### config.mk
export PLATFORM = sky130hd
export DESIGN_NAME = trans_mutex
export DESIGN_NICKNAME = d
export VERILOG_FILES = /design/src/rtl/trans_mutex_pkg.sv /design/src/rtl/trans_mutex_ctrl.sv /design/src/rtl/trans_mutex_dp.sv /design/src/rtl/trans_mutex.sv
export SDC_FILE = /design/constraint.sdc
export NUM_CORES = 1
export LEC_CHECK = 0
export ABC_AREA = 1
export BUFFER_PORTS_ARGS = -buffer_cell sky130_fd_sc_hd__buf_2
export CAP_MARGIN = 15
export CELL_PAD_IN_SITES_DETAIL_PLACEMENT = 1
export CELL_PAD_IN_SITES_GLOBAL_PLACEMENT = 1
export CORE_MARGIN = 2
export CORE_UTILIZATION = 13
export DETAILED_ROUTE_END_ITERATION = 12
export GPL_TIMING_DRIVEN = 0
export PLACE_DENSITY = 0.82
export SLEW_MARGIN = 20
export SYNTH_ARGS = -nofsm -noshare
export SYNTH_HDL_FRONTEND = slang
export SYNTH_HIERARCHICAL = 1
export SYNTH_SLANG_ARGS = --single-unit
### constraint.sdc
create_clock -name clk -period 1.8 [get_ports clk]
set_clock_uncertainty 0.15 [all_clocks]
set_input_delay 0.09 -clock clk [delete_from_list [all_inputs] [get_ports clk]]
set_output_delay 0.09 -clock clk [all_outputs]
set_load 0.01 [all_outputs]
### src/rtl/trans_mutex_pkg.sv
package trans_mutex_pkg;
  localparam int CLAIM_W = 8;
  localparam logic [CLAIM_W-1:0] CLAIM_TRUE  = 8'h96;
  localparam logic [CLAIM_W-1:0] CLAIM_FALSE = 8'h69;

  typedef enum logic [1:0] {
    OWN_NONE = 2'd0,
    OWN_TAP  = 2'd1,
    OWN_BUS  = 2'd2
  } owner_e;

  // strobes from control to datapath
  typedef struct packed {
    logic tapOwns;
    logic busOwns;
    logic writeOpen;
  } mutexStrobe_t;
endpackage

### src/rtl/trans_mutex_ctrl.sv
module trans_mutex_ctrl
  import trans_mutex_pkg::*;
(
  input  logic               clk,
  input  logic               rstN,
  input  logic               transBusy,
  input  logic               tapClaimWe,
  input  logic [CLAIM_W-1:0] tapClaimWdata,
  input  logic               busClaimWe,
  input  logic [CLAIM_W-1:0] busClaimWdata,
  output mutexStrobe_t       strobe,
  output logic [CLAIM_W-1:0] tapClaimRdata,
  output logic [CLAIM_W-1:0] busClaimRdata,
  output logic               tapRegwen,
  output logic               busRegwen
);
  owner_e ownerQ, ownerD;
  logic tapClaimTrue, busClaimTrue, tapDrop, busDrop;

  assign tapClaimTrue = tapClaimWe && (tapClaimWdata == CLAIM_TRUE);
  assign busClaimTrue = busClaimWe && (busClaimWdata == CLAIM_TRUE);
  assign tapDrop      = tapClaimWe && (tapClaimWdata != CLAIM_TRUE);
  assign busDrop      = busClaimWe && (busClaimWdata != CLAIM_TRUE);

  always_comb begin
    ownerD = ownerQ;
    unique case (ownerQ)
      OWN_NONE: begin
        if (tapClaimTrue)      ownerD = OWN_TAP;   // TAP has fixed priority
        else if (busClaimTrue) ownerD = OWN_BUS;
      end
      OWN_TAP: if (tapDrop) ownerD = OWN_NONE;
      OWN_BUS: if (busDrop) ownerD = OWN_NONE;
      default: ownerD = OWN_NONE;
    endcase
  end

  always_ff @(posedge clk or negedge rstN) begin
    if (!rstN) ownerQ <= OWN_NONE;
    else       ownerQ <= ownerD;
  end

  assign strobe.tapOwns   = (ownerQ == OWN_TAP);
  assign strobe.busOwns   = (ownerQ == OWN_BUS);
  assign strobe.writeOpen = (ownerQ != OWN_NONE) && !transBusy;

  assign tapClaimRdata = strobe.tapOwns ? CLAIM_TRUE : CLAIM_FALSE;
  assign busClaimRdata = strobe.busOwns ? CLAIM_TRUE : CLAIM_FALSE;
  assign tapRegwen     = strobe.tapOwns && !transBusy;
  assign busRegwen     = strobe.busOwns && !transBusy;

  p_tap_priority_r4: assert property (@(posedge clk) disable iff (!rstN)
    (ownerQ == OWN_NONE && tapClaimTrue) |=> (ownerQ == OWN_TAP));

  p_free_stays_r3: assert property (@(posedge clk) disable iff (!rstN)
    (ownerQ == OWN_NONE && !tapClaimTrue && !busClaimTrue) |=> (ownerQ == OWN_NONE));

  p_hold_tap_r5: assert property (@(posedge clk) disable iff (!rstN)
    (ownerQ == OWN_TAP && !tapClaimWe) |=> (ownerQ == OWN_TAP));

  p_hold_bus_r5: assert property (@(posedge clk) disable iff (!rstN)
    (ownerQ == OWN_BUS && !busClaimWe) |=> (ownerQ == OWN_BUS));

  p_release_r6: assert property (@(posedge clk) disable iff (!rstN)
    ((ownerQ == OWN_TAP && tapDrop) || (ownerQ == OWN_BUS && busDrop)) |=> (ownerQ == OWN_NONE));

  p_single_owner_r5: assert property (@(posedge clk) disable iff (!rstN)
    $onehot0({strobe.tapOwns, strobe.busOwns}));
endmodule

### src/rtl/trans_mutex_dp.sv
module trans_mutex_dp
  import trans_mutex_pkg::*;
#(
  parameter int DATA_W = 32,
  parameter int ADDR_W = 4
) (
  input  logic              clk,
  input  logic              rstN,
  input  mutexStrobe_t      strobe,
  input  logic              tapRegWe,
  input  logic [ADDR_W-1:0] tapRegAddr,
  input  logic [DATA_W-1:0] tapRegWdata,
  input  logic              busRegWe,
  input  logic [ADDR_W-1:0] busRegAddr,
  input  logic [DATA_W-1:0] busRegWdata,
  input  logic [DATA_W-1:0] regRdata,
  output logic              regWe,
  output logic [ADDR_W-1:0] regAddr,
  output logic [DATA_W-1:0] regWdata,
  output logic [DATA_W-1:0] tapRegRdata,
  output logic [DATA_W-1:0] busRegRdata
);
  localparam int SIDES = 2;  // index 0 = TAP, 1 = bus

  logic [SIDES-1:0]             sideOwns;
  logic [SIDES-1:0]             sideWe;
  logic [SIDES-1:0][ADDR_W-1:0] sideAddr;
  logic [SIDES-1:0][DATA_W-1:0] sideWdata;
  logic [SIDES-1:0][DATA_W-1:0] sideRdata;
  logic [SIDES-1:0]             sideSel;
  logic [SIDES-1:0][ADDR_W-1:0] addrTerm;
  logic [SIDES-1:0][DATA_W-1:0] dataTerm;

  assign sideOwns  = {strobe.busOwns, strobe.tapOwns};
  assign sideWe    = {busRegWe, tapRegWe};
  assign sideAddr  = {busRegAddr, tapRegAddr};
  assign sideWdata = {busRegWdata, tapRegWdata};

  for (genvar s = 0; s < SIDES; s++) begin : g_side
    assign sideRdata[s] = sideOwns[s] ? regRdata : '0;
    assign sideSel[s]   = sideOwns[s] && sideWe[s];
    assign addrTerm[s]  = sideOwns[s] ? sideAddr[s]  : '0;
    assign dataTerm[s]  = sideOwns[s] ? sideWdata[s] : '0;
  end

  assign regWe       = strobe.writeOpen && (|sideSel);
  assign regAddr     = addrTerm[0] | addrTerm[1];
  assign regWdata    = dataTerm[0] | dataTerm[1];
  assign tapRegRdata = sideRdata[0];
  assign busRegRdata = sideRdata[1];

  p_write_closed_r9: assert property (@(posedge clk) disable iff (!rstN)
    !strobe.writeOpen |-> !regWe);

  p_tap_mask_r7: assert property (@(posedge clk) disable iff (!rstN)
    !strobe.tapOwns |-> (tapRegRdata == '0));

  p_bus_mask_r7: assert property (@(posedge clk) disable iff (!rstN)
    !strobe.busOwns |-> (busRegRdata == '0));

  p_no_foreign_write_r8: assert property (@(posedge clk) disable iff (!rstN)
    (strobe.tapOwns && !tapRegWe) |-> !regWe);
endmodule

### src/rtl/trans_mutex.sv
module trans_mutex
  import trans_mutex_pkg::*;
#(
  parameter int DATA_W = 32,
  parameter int ADDR_W = 4
) (
  input  logic              clk,
  input  logic              rstN,
  input  logic              transBusy,
  input  logic              tapClaimWe,
  input  logic [7:0]        tapClaimWdata,
  output logic [7:0]        tapClaimRdata,
  output logic              tapRegwen,
  input  logic              tapRegWe,
  input  logic [ADDR_W-1:0] tapRegAddr,
  input  logic [DATA_W-1:0] tapRegWdata,
  output logic [DATA_W-1:0] tapRegRdata,
  input  logic              busClaimWe,
  input  logic [7:0]        busClaimWdata,
  output logic [7:0]        busClaimRdata,
  output logic              busRegwen,
  input  logic              busRegWe,
  input  logic [ADDR_W-1:0] busRegAddr,
  input  logic [DATA_W-1:0] busRegWdata,
  output logic [DATA_W-1:0] busRegRdata,
  output logic              regWe,
  output logic [ADDR_W-1:0] regAddr,
  output logic [DATA_W-1:0] regWdata,
  input  logic [DATA_W-1:0] regRdata
);
  mutexStrobe_t strobe;

  trans_mutex_ctrl i_ctrl (
    .clk(clk), .rstN(rstN), .transBusy(transBusy),
    .tapClaimWe(tapClaimWe), .tapClaimWdata(tapClaimWdata),
    .busClaimWe(busClaimWe), .busClaimWdata(busClaimWdata),
    .strobe(strobe),
    .tapClaimRdata(tapClaimRdata), .busClaimRdata(busClaimRdata),
    .tapRegwen(tapRegwen), .busRegwen(busRegwen)
  );

  trans_mutex_dp #(.DATA_W(DATA_W), .ADDR_W(ADDR_W)) i_dp (
    .clk(clk), .rstN(rstN), .strobe(strobe),
    .tapRegWe(tapRegWe), .tapRegAddr(tapRegAddr), .tapRegWdata(tapRegWdata),
    .busRegWe(busRegWe), .busRegAddr(busRegAddr), .busRegWdata(busRegWdata),
    .regRdata(regRdata),
    .regWe(regWe), .regAddr(regAddr), .regWdata(regWdata),
    .tapRegRdata(tapRegRdata), .busRegRdata(busRegRdata)
  );
endmodule

==> results of run 1 <==
cells by family after synthesis:
kind of cell,Yosys count,synth area share [%]
buf+inv,108,37.7
simple gates,206,57.8
flops,2,3.64
compound gates,2,0.910
what timing repair did:
action	4_1_cts	5_1_grt
endpoints found under the hold margin	2	0
endpoints found under the setup margin	82	86
resized for setup	6	13
buffers inserted	1	4
pin swaps	1	1
hold buffers	1	0
layout by cell type, fill, tap and decap left out:
master,n
nand2_2,1
inv_2,2
buf_2,245
nand3_1,3
dfrtp_2,2
nor2_1,10
buf_12,2
nand2_1,190
clkbuf_4,5
a21oi_1,1
o31ai_1,1
dlygate4sd3_1,1
nor2_4,2
buf_4,20
inv_1,76
buf_8,4
clkbuf_8,3
buf_6,4
metal layers:
metal  wire (um)  vias up  global-route usage [%]
li1            -     1364                       -
met1        2790     1189                    13.2
met2        4050      124                    24.8
met3         768        4                    3.04
met4          23        2                    1.39
met5          11        -                       0
area by class of cell:
cell class                 instances  area (sq um)  area share [%]
timing repair buffer             251          1300            44.3
tap                              136           170            5.80
clock buffer                       3          41.3            1.41
multi-input combinational        208           807            27.5
buffer                            30           270            9.22
inverter                          78           293            9.98
sequential                         2          52.6            1.79
where the power goes:
group,internal [mW],switching (mW)
clock,0.141,0.0345
combinational,0.597,0.686
sequential,0.0539,0.0121
critical path: stages (launching register included):
cell     delay, ns
dfrtp_2       0.43
inv_2         0.08
nor2_4        0.04
buf_4         0.12
buf_6         0.13
buf_8         0.13
buf_8         0.13
nand2_1       0.06
inv_1         0.04
buf_2         0.13
worst max path at each step:
stage,from,end,slack [ns],cells after the start
final,i_ctrl/ownerQ[1],busRegRdata[21],0.07,9
after global routing,i_ctrl/ownerQ[0],regWdata[12],-0.009,7
after floorplan,i_ctrl/ownerQ[1],regWe,0.30,7
after CTS,i_ctrl/ownerQ[1],regWdata[21],-0.002,8
after global placement,i_ctrl/ownerQ[1],regWdata[21],0.006,8
after detailed placement,i_ctrl/ownerQ[1],regWdata[21],-0.01,8
stage by stage:
step           power [mW]  setup slack [ns]  util [%]  setup TNS [ns]  area (sq um)
2_1_floorplan       0.719             0.299         -               0          1380
3_3_place_gp         1.27           0.00609      27.0               0          2770
3_5_place_dp         1.28           -0.0139      27.0         -0.0139          2770
4_1_cts              1.50          -0.00234      27.7        -0.00234          2840
5_1_grt              1.69          -0.00866      28.5         -0.0307          2930
6_report             1.53            0.0712      28.5               0          2930
==> metrics.txt, run 1 <==
outcome=finished, final reports clean; Async SR Flop Fraction=100%; crit path max fanout=10; wire length per cell=10.8 um; Die X=107 um; Seq/Total Area, Yosys=3.64%; antenna cell count=0; final WL=7640 um; largest registers=i_ctrl/ownerQ x2; first-pass GRT wire length=11,700 um; Slew HR=84.8%; Worst R2R Setup Slack=0.57 ns; FILL cells=1,490; starting density of the core=13.4%; Tcrit/Tclk final=96.0%; max cap viols=0; Critical Path RT=1.56 ns; total track usage=12.4%; number of synthesized register bits=2; Placer Congestion=0.750; Min Hold Slack=0.0502 ns; maximum clock frequency=578 MHz; leading post-synthesis cells by cell area=nand2_1 52%, inv_1 21%, buf_4 8.2%; vias in the first global route=between 2,000 and 3,000; Crit Path Class=reg2out; post-synth top area cell=nand2_1; Period minus WS final=1.73 ns; pwr dens=about 520 nW/um^2; max-slew violation count=0; core area=about 10,000 sq um; max FFs per register=2; DRT iter0 DRCs=~110; Syn-to-layout area delta=113%; warnings from Yosys=6; Clock Latency Late Sink=0.21 ns; Commonest cells post-synth=190 x nand2_1, 77 x inv_1, 15 x buf_4; most frequent cell after synthesis=nand2_1; R2R Path End=i_ctrl/ownerQ[1]; clk root buf=clkbuf_8; Largest Register=i_ctrl/ownerQ; CTS Buf Count=3; initial antenna violation count=1; crit end category=output pin; worst r2r src=i_ctrl/ownerQ[0]; EDFF count, synth=0; CTS max path bufs=2; unrepaired setup endpoints after global routing=true; synthesized area per cell=~4.3 sq um; H-tree depth=1; Mapped Area=1380 sq um; DRC=0; TritonCTS clock tree=done; Mapped Cells=318; post-synth top area share=51.9%; share of layout cells above drive strength 1=50.7%; Slew @ Worst Pin=0.226 ns; worst endpoint data arrival time=1.49 ns; Vias/cell=3.79; Lkg Pwr=about 2.5 nW; final hold vios=0; Distinct cells, synth=13; Die H=107 um; Cell Rows=37; final global-route overflow total=0; nets=701; Cell Count, Final, Fillers Out=708; Routed Antenna Nets=0; pin count of the biggest net entering global routing=11; CTS Sinks=2; Clock Pin Slew Worst Setup and Hold Paths=0.03 ns; port buffer count=245; die area=11,400 sq um; detailed-placement wirelength estimate=just under 7000 um; Reg2Reg Depth=7; net count after synthesis=445; ys flop type=dfrtp_1; Placed Cells=approximately 700; Via Count=2,683; Tightest Hold Check Type=in2async; Top Ports=246; TritonRoute pass-1 iters=4; Peak VDD IR=between 0.5 and 0.6 mV; CP Launch Type=flop; setup violators final=0
(Power assumes the default switching activity.)
==> run 2: changes to the inputs <==
--- a/config.mk
+++ b/config.mk
@@ -5,16 +5,15 @@
 export SDC_FILE = /design/constraint.sdc
 export NUM_CORES = 1
 export LEC_CHECK = 0
-export ABC_AREA = 1
-export BUFFER_PORTS_ARGS = -buffer_cell sky130_fd_sc_hd__buf_2
 export CAP_MARGIN = 15
 export CELL_PAD_IN_SITES_DETAIL_PLACEMENT = 1
 export CELL_PAD_IN_SITES_GLOBAL_PLACEMENT = 1
-export CORE_MARGIN = 2
-export CORE_UTILIZATION = 13
+export CORE_AREA = 2 2 95 97
 export DETAILED_ROUTE_END_ITERATION = 12
+export DIE_AREA = 0 0 97 99
+export DONT_BUFFER_PORTS = 1
 export GPL_TIMING_DRIVEN = 0
-export PLACE_DENSITY = 0.82
+export PLACE_DENSITY = 0.39
 export SLEW_MARGIN = 20
 export SYNTH_ARGS = -nofsm -noshare
 export SYNTH_HDL_FRONTEND = slang
==> run 2 against run 1 <==
Synthesized cell count down 53%. Area after synthesis down 21%. First-iteration DRC count down 82%. Clock power about the same. Design area down 41%. Wire length down 21%. The flow now finishes with violations (hold timing, setup timing). Setup slack worse by 0.14 ns. Sequential power down 31%. Largest cell class is now multi-input gates. Sequential share of layout area up 1.2 points. Non-clock buffer count down 234.
==> metrics.txt, run 2 <==
outcome=finished, violations left; violated checks=hold timing, setup timing; Mapped Area=1080 sq um (-21%); R2R Path End=i_ctrl/ownerQ[0]; vias in the first global route=1,237 (-51%); warnings from Yosys=6 (unchanged); ys flop type=dfrtp_1; Peak VDD IR=0.343 mV (-32%); CP cell instances=buf_6, nand2b_4, clkinvlp_4, buf_4, clkbuf_16, a22o_1; nets=300 (-57%); worst r2r src=i_ctrl/ownerQ[1]; Clock Pin Slew Worst Setup and Hold Paths=0.03 ns (about the same); die area=9600 sq um (-16%); DRT iter0 DRCs=19 (-82%); H-tree depth=1 (unchanged); Vias/cell=4.67 (+23%); Placed Area=1220 sq um (-56%); Reg2Reg Depth=4 (-3); wire length per cell=21.5 um (+100%); most frequent cells in the layout=34 x a22o_1, 34 x and2_4, 30 x and2_1; final core occ=20.4% (-8.2 points); register area=51.3 sq um (-2.4%); Largest stage delay, worst path=0.39 ns (-0.04 ns); Slew HR=81.7% (-3.0 points); Largest Register=i_ctrl/ownerQ; first-pass GRT wire length=7410 um (-37%); Die X=97 um (-9.2%); Multi-input gate area=955 sq um (+18%); leading post-synthesis cells by cell area=and2_1 37%, a22o_1 29%, buf_4 10%; Placed Cells=257 (-63%); pin count of the biggest net entering global routing=11 (unchanged); Async SR Flop Fraction=100% (unchanged); CTS max path bufs=2 (unchanged); Crit Path Class=reg2out; worst endpoint data arrival time=1.62 ns (+0.13 ns); CTS Sinks=2 (unchanged); Cell Rows=34 (-8.1%); crit end category=output pin; Seq/Total Area, Yosys=4.62% (+0.98 points); number of synthesized register bits=2 (unchanged); Min Hold Slack=-0.00108 ns (-0.0513 ns); post-synth top area cell=and2_1; detailed-placement wirelength estimate=4780 um (-30%); final WL=6010 um (-21%); CP Launch Type=flop; DRC=0 (unchanged); Clock Latency Late Sink=0.21 ns (about the same); maximum clock frequency=536 MHz (-7.3%); total track usage=10.1% (-2.3 points); max FFs per register=2 (unchanged); hold path depth=3; Slew @ Worst Pin=0.270 ns (+0.0439 ns); core area=8550 sq um (-17%); EDFF count, synth=0 (unchanged); final instance area=1740 sq um (-41%); hold_sp=busClaimWe; Mapped Cells=149 (-53%); starting density of the core=12.7% (-0.72 points); port buffer count=0 (-100%); max cap viols=0 (unchanged); Routed Antenna Nets=0 (unchanged); Top Ports=246 (unchanged); final global-route overflow total=0 (unchanged); TritonCTS clock tree=done; setup violators final=46 (+46); CTS Buf Count=3 (unchanged); Tightest Hold Check Type=in2reg; total power draw=263 uW (-83%); TritonRoute pass-1 iters=2 (-2); post-synth top area share=37.0% (-15 points); Period minus WS final=1.86 ns (+0.136 ns); hold path endpoint=i_ctrl/ownerQ[1]; largest registers=i_ctrl/ownerQ x2; total negative slack=-1.58 ns (-1.58 ns); clk root buf=clkbuf_8; Distinct cells, synth=18 (+5); Setup WS post-layout=-0.0649 ns (-0.136 ns); Tcrit/Tclk final=104% (+7.6 points); most frequent cell after synthesis=and2_1; antenna cell count=0 (unchanged); Critical Path RT=1.56 ns (about the same); crit path max fanout=7 (-3); initial antenna violation count=0 (-1); Via Count=1,303 (-51%); Worst R2R Setup Slack=0.42 ns (-0.15 ns); final hold vios=1 (+1); Worst Setup SP=i_ctrl/ownerQ[0]; share of layout cells above drive strength 1=52.0% (+1.3 points); unrepaired setup endpoints after global routing=true; Lkg Pwr=0.760 nW (-69%); Crit-path slowest cell=dfrtp_2; Die H=99 um (-7.3%); net count after synthesis=276 (-38%); Syn-to-layout area delta=61.0%; max-slew violation count=0 (unchanged); Commonest cells post-synth=64 x and2_1, 36 x a22o_1, 15 x buf_4; FILL cells=1,013 (-32%); synthesized area per cell=7.26 sq um (+68%); Cell Count, Final, Fillers Out=279 (-61%); pwr dens=151 nW/um^2 (-71%); dpl ws=-0.218 ns (-0.204 ns); Placer Congestion=0.716 (-4.6%)
run 2: changes by cell type in the layout (fill, tap and decap cells not counted), sizes merged, moves of 2 or more:
| cell | before | now |
|---|---|---|
| dlygate4sd3 | 1 | 4 |
| nand2 | 191 | 0 |
| a22o | 0 | 36 |
| inv | 78 | 1 |
| nor4bb | 0 | 4 |
| buf | 275 | 39 |
| and2 | 0 | 64 |
| nand3 | 3 | 0 |
| nor2 | 12 | 4 |
| clkbuf | 8 | 6 |
| nor2b | 0 | 2 |
run 2: layout make-up:
class                           instances  share of cell area, %
Multi-Input combinational cell        117                   54.8
Timing Repair Buffer                   21                   17.1
Buffer                                 26                   14.0
Tap cell                              108                   7.75
Sequential cell                         2                   2.94
Clock buffer                            3                   2.37
Inverter                                2                   1.08
run 2: cells by family (layout without fill, tap and decap cells):
family	after synthesis	in the layout	synth area share, %
AND/OR/NAND/NOR	78	78	45.9
AO/OA/AOI/OAI	39	39	31.1
buffers and inverters	30	52	18.4
flip-flops	2	2	4.62
run 2: critical path: cells and delay by family (launching register included):
family	cells	cell delay (ns)
and+or+nand+nor	1	0.12
buffers and inverters	4	0.64
DFF	1	0.39
AOI/OAI and AO/OA	1	0.25
run 2: timing repair:
| action | in CTS | in global routing |
|---|---|---|
| hold buffers | 4 | 0 |
| gates resized for setup | 44 | 32 |
| endpoints found under the setup margin | 101 | 81 |
| gates cloned | 2 | 3 |
| pin swaps | 6 | 5 |
| buffers inserted | 7 | 5 |
| endpoints found under the hold margin | 4 | 0 |
run 2: how the worst max path moves through the flow:
stage	end	slack (ns)
2_1_floorplan	regWdata[23]	0.09
3_3_place_gp	regWdata[29]	-0.21
3_5_place_dp	busRegRdata[6]	-0.22
4_1_cts	regWdata[30]	-0.11
5_1_grt	regWdata[31]	-0.16
6_report	regWdata[31]	-0.06
run 2: layer usage:
metal	vias up	GRT usage (%)	share of wire [%]
met5	-	0	0
met4	0	4.12	2.1
met1	615	10.5	34
met3	8	2.62	8.7
met2	124	19.1	55
li1	556	-	-
run 2: report_power, final:
group	leakage (nW)	switching [mW]	internal, mW
clock network	0.0216	0.0355	0.141
registers	0.0263	0.000137	0.0455
logic	0.712	0.0161	0.0248
==> run 3: changes to the inputs <==
--- a/config.mk
+++ b/config.mk
@@ -5,15 +5,16 @@
 export SDC_FILE = /design/constraint.sdc
 export NUM_CORES = 1
 export LEC_CHECK = 0
+export ABC_AREA = 1
 export CAP_MARGIN = 15
 export CELL_PAD_IN_SITES_DETAIL_PLACEMENT = 1
 export CELL_PAD_IN_SITES_GLOBAL_PLACEMENT = 1
-export CORE_AREA = 2 2 95 97
+export CORE_AREA = 2 2 94 96
 export DETAILED_ROUTE_END_ITERATION = 12
-export DIE_AREA = 0 0 97 99
+export DIE_AREA = 0 0 96 98
 export DONT_BUFFER_PORTS = 1
 export GPL_TIMING_DRIVEN = 0
-export PLACE_DENSITY = 0.39
+export PLACE_DENSITY = 0.49
 export SLEW_MARGIN = 20
 export SYNTH_ARGS = -nofsm -noshare
 export SYNTH_HDL_FRONTEND = slang
==> run 3 against run 2 <==
The flow now finishes without violations. Sequential share of layout area rose by 0.16 points. Clock power fell by 3%. Largest cell class unchanged. Setup slack improved by 0.17 ns. Combinational power rose to 22 times the previous value. Total power rose to 4.2 times the previous value. Sequential cell count did not move. Via count rose by 37%. Critical path type unchanged. Design area fell by 5.0%. Wire length fell by 5.6%. Non-clock buffer count fell by 10. Register-to-register slack improved by 0.10 ns. Critical path depth did not move. Critical endpoint is now busRegRdata[29].
==> metrics.txt, run 3 (synthesized netlist as in run 1, its figures left out) <==
Cell Rows=34 (unchanged); max cap viols=0 (unchanged); Slew HR=84.4% (+2.6 points); final hold vios=0 (-1); final global-route overflow total=0 (unchanged); starting density of the core=16.2% (+3.6 points); nets=457 (+52%); H-tree depth=1 (unchanged); TritonCTS clock tree=done; DRC=0 (unchanged); maximum clock frequency=590 MHz (+9.9%); total track usage=10.2% (+0.10 points); most used cell, CP=buf_8; Vias/cell=4.11 (-12%); clk root buf=clkbuf_8; Placed Area=1510 sq um (+24%); Slew @ Worst Pin=0.234 ns (-0.0364 ns); total negative slack=0 ns (+1.58 ns); wire length per cell=13.0 um (-40%); Placed Cells=426 (+66%); outcome=finished, final reports clean; Critical Path RT=1.56 ns (about the same); Routed Antenna Nets=0 (unchanged); Buf/Inv on CP=4 (unchanged); most frequent cells in the layout=190 x nand2_1, 71 x inv_1, 21 x buf_4; most common cell after layout, fill and taps aside=nand2_1; GR Layer Usage met3=2.24% (-0.39 points); core area=8470 sq um (-1.0%); worst endpoint data arrival time=1.46 ns (-0.16 ns); CP cell instances=nor2_4, buf_6, buf_8, buf_8, nand2_1, inv_1; Peak VDD IR=0.365 mV (+6.4%); Largest Register=i_ctrl/ownerQ; Cell Count, Final, Fillers Out=436 (+56%); met2 Usage GRT=20.6% (+1.4 points); Via Count=1,790 (+37%); DRT iter0 DRCs=33 (+14); first-pass GRT wire length=7780 um (+4.9%); Crit Path Class=reg2out; FILL cells=1,182 (+17%); CTS max path bufs=2 (unchanged); Tightest Hold Check Type=in2reg; dpl ws=0.0580 ns (+0.276 ns); CTS Sinks=2 (unchanged); crit end category=output pin; unrepaired setup endpoints after global routing=true; share of layout cells above drive strength 1=14.9% (-37 points); Setup WS post-layout=0.104 ns (+0.169 ns); Die X=96 um (-1.0%); Period minus WS final=1.70 ns (-0.169 ns); Clock Latency Late Sink=0.21 ns (about the same); Crit path max-delay family=buffers and inverters; CTS Buf Count=3 (unchanged); vias in the first global route=1,671 (+35%); Crit-path slowest cell=dfrtp_2; pwr dens=672 nW/um^2 (+340%); pin count of the biggest net entering global routing=11 (unchanged); M1 GR Usage=10.6% (+0.11 points); Syn-to-layout area delta=20.4%; die area=9410 sq um (-2.0%); crit path max fanout=10 (+3); Top Ports=246 (unchanged); Clock Pin Slew Worst Setup and Hold Paths=0.03 ns (about the same); final WL=5670 um (-5.6%); Lkg Pwr=1.33 nW (+75%); TritonRoute pass-1 iters=4 (+2); CP Launch Type=flop; antenna cell count=0 (unchanged); Tcrit/Tclk final=94.2% (-9.4 points); detailed-placement wirelength estimate=4990 um (+4.5%); largest registers=i_ctrl/ownerQ x2; initial antenna violation count=0 (unchanged); max FFs per register=2 (unchanged); Die H=98 um (-1.0%); port buffer count=0 (unchanged); setup violators final=0 (-100%); busiest layer in global routing=met2; max-slew violation count=0 (unchanged); Largest stage delay, worst path=0.43 ns (+0.04 ns); Placer Congestion=0.745 (+4.1%); final instance area=1660 sq um (-5.0%)
## run 3: final timing paths
path / from / to / slack, ns / cells after the start
hold / removal: busClaimWe / i_ctrl/ownerQ[1] / 0.009 / 4
setup reg to reg: i_ctrl/ownerQ[1] / i_ctrl/ownerQ[1] / 0.52 / 7
setup / recovery: i_ctrl/ownerQ[0] / busRegRdata[29] / 0.10 / 6
max in group asynchronous: rstN / i_ctrl/ownerQ[0] / 0.87 / 2
hold reg to reg: i_ctrl/ownerQ[0] / i_ctrl/ownerQ[0] / 0.39 / 1
min in group asynchronous: rstN / i_ctrl/ownerQ[1] / 0.49 / 2
## run 3: metal layers
metal / vias to the layer above / wire length (um)
met1: 783 / 2040
met4: 0 / 27
met2: 128 / 3050
li1: 875 / -
met5: - / 0
met3: 4 / 554
## run 3: worst min-delay path, cell delays in order
cell	delay, ns
nand3_1	0.07
nand3_1	0.07
nand2_1	0.06
nor2_1	0.04
## run 3: area by class of cell
class	count	area, sq um	area share (%)
flip-flops and latches	2	51.3	3.10
clock buffers	3	41.3	2.49
inverters	78	293	17.7
repair buffers	8	80.1	4.84
well taps	108	135	8.16
multi-input cells	208	811	49.0
plain buffers	29	244	14.7
## run 3: metrics by stage
step / power [mW] / hold slack [ns] / util, %
after floorplan: 0.719 / -0.356 / -
after global placement: 0.854 / -0.356 / 17.8
after detailed placement: 0.861 / -0.356 / 17.8
after CTS: 1.14 / 0.00723 / 19.4
after global routing: 1.24 / 0.0356 / 19.6
final: 1.11 / 0.00891 / 19.6
## run 3: power breakdown
group,switching (mW),total (mW),internal [mW],leakage (nW)
Sequential,0.00387,0.0563,0.0524,0.0259
Clock,0.0314,0.172,0.141,0.0216
Combinational,0.573,0.884,0.311,1.28
## run 3: what timing repair did
action                     in CTS  in global routing
pin swaps                       2                  2
setup endpoints to repair      62                 79
hold endpoints to repair        3                  0
hold buffers                    3                  0
resized for setup              10                  9
buffers inserted                3                  2
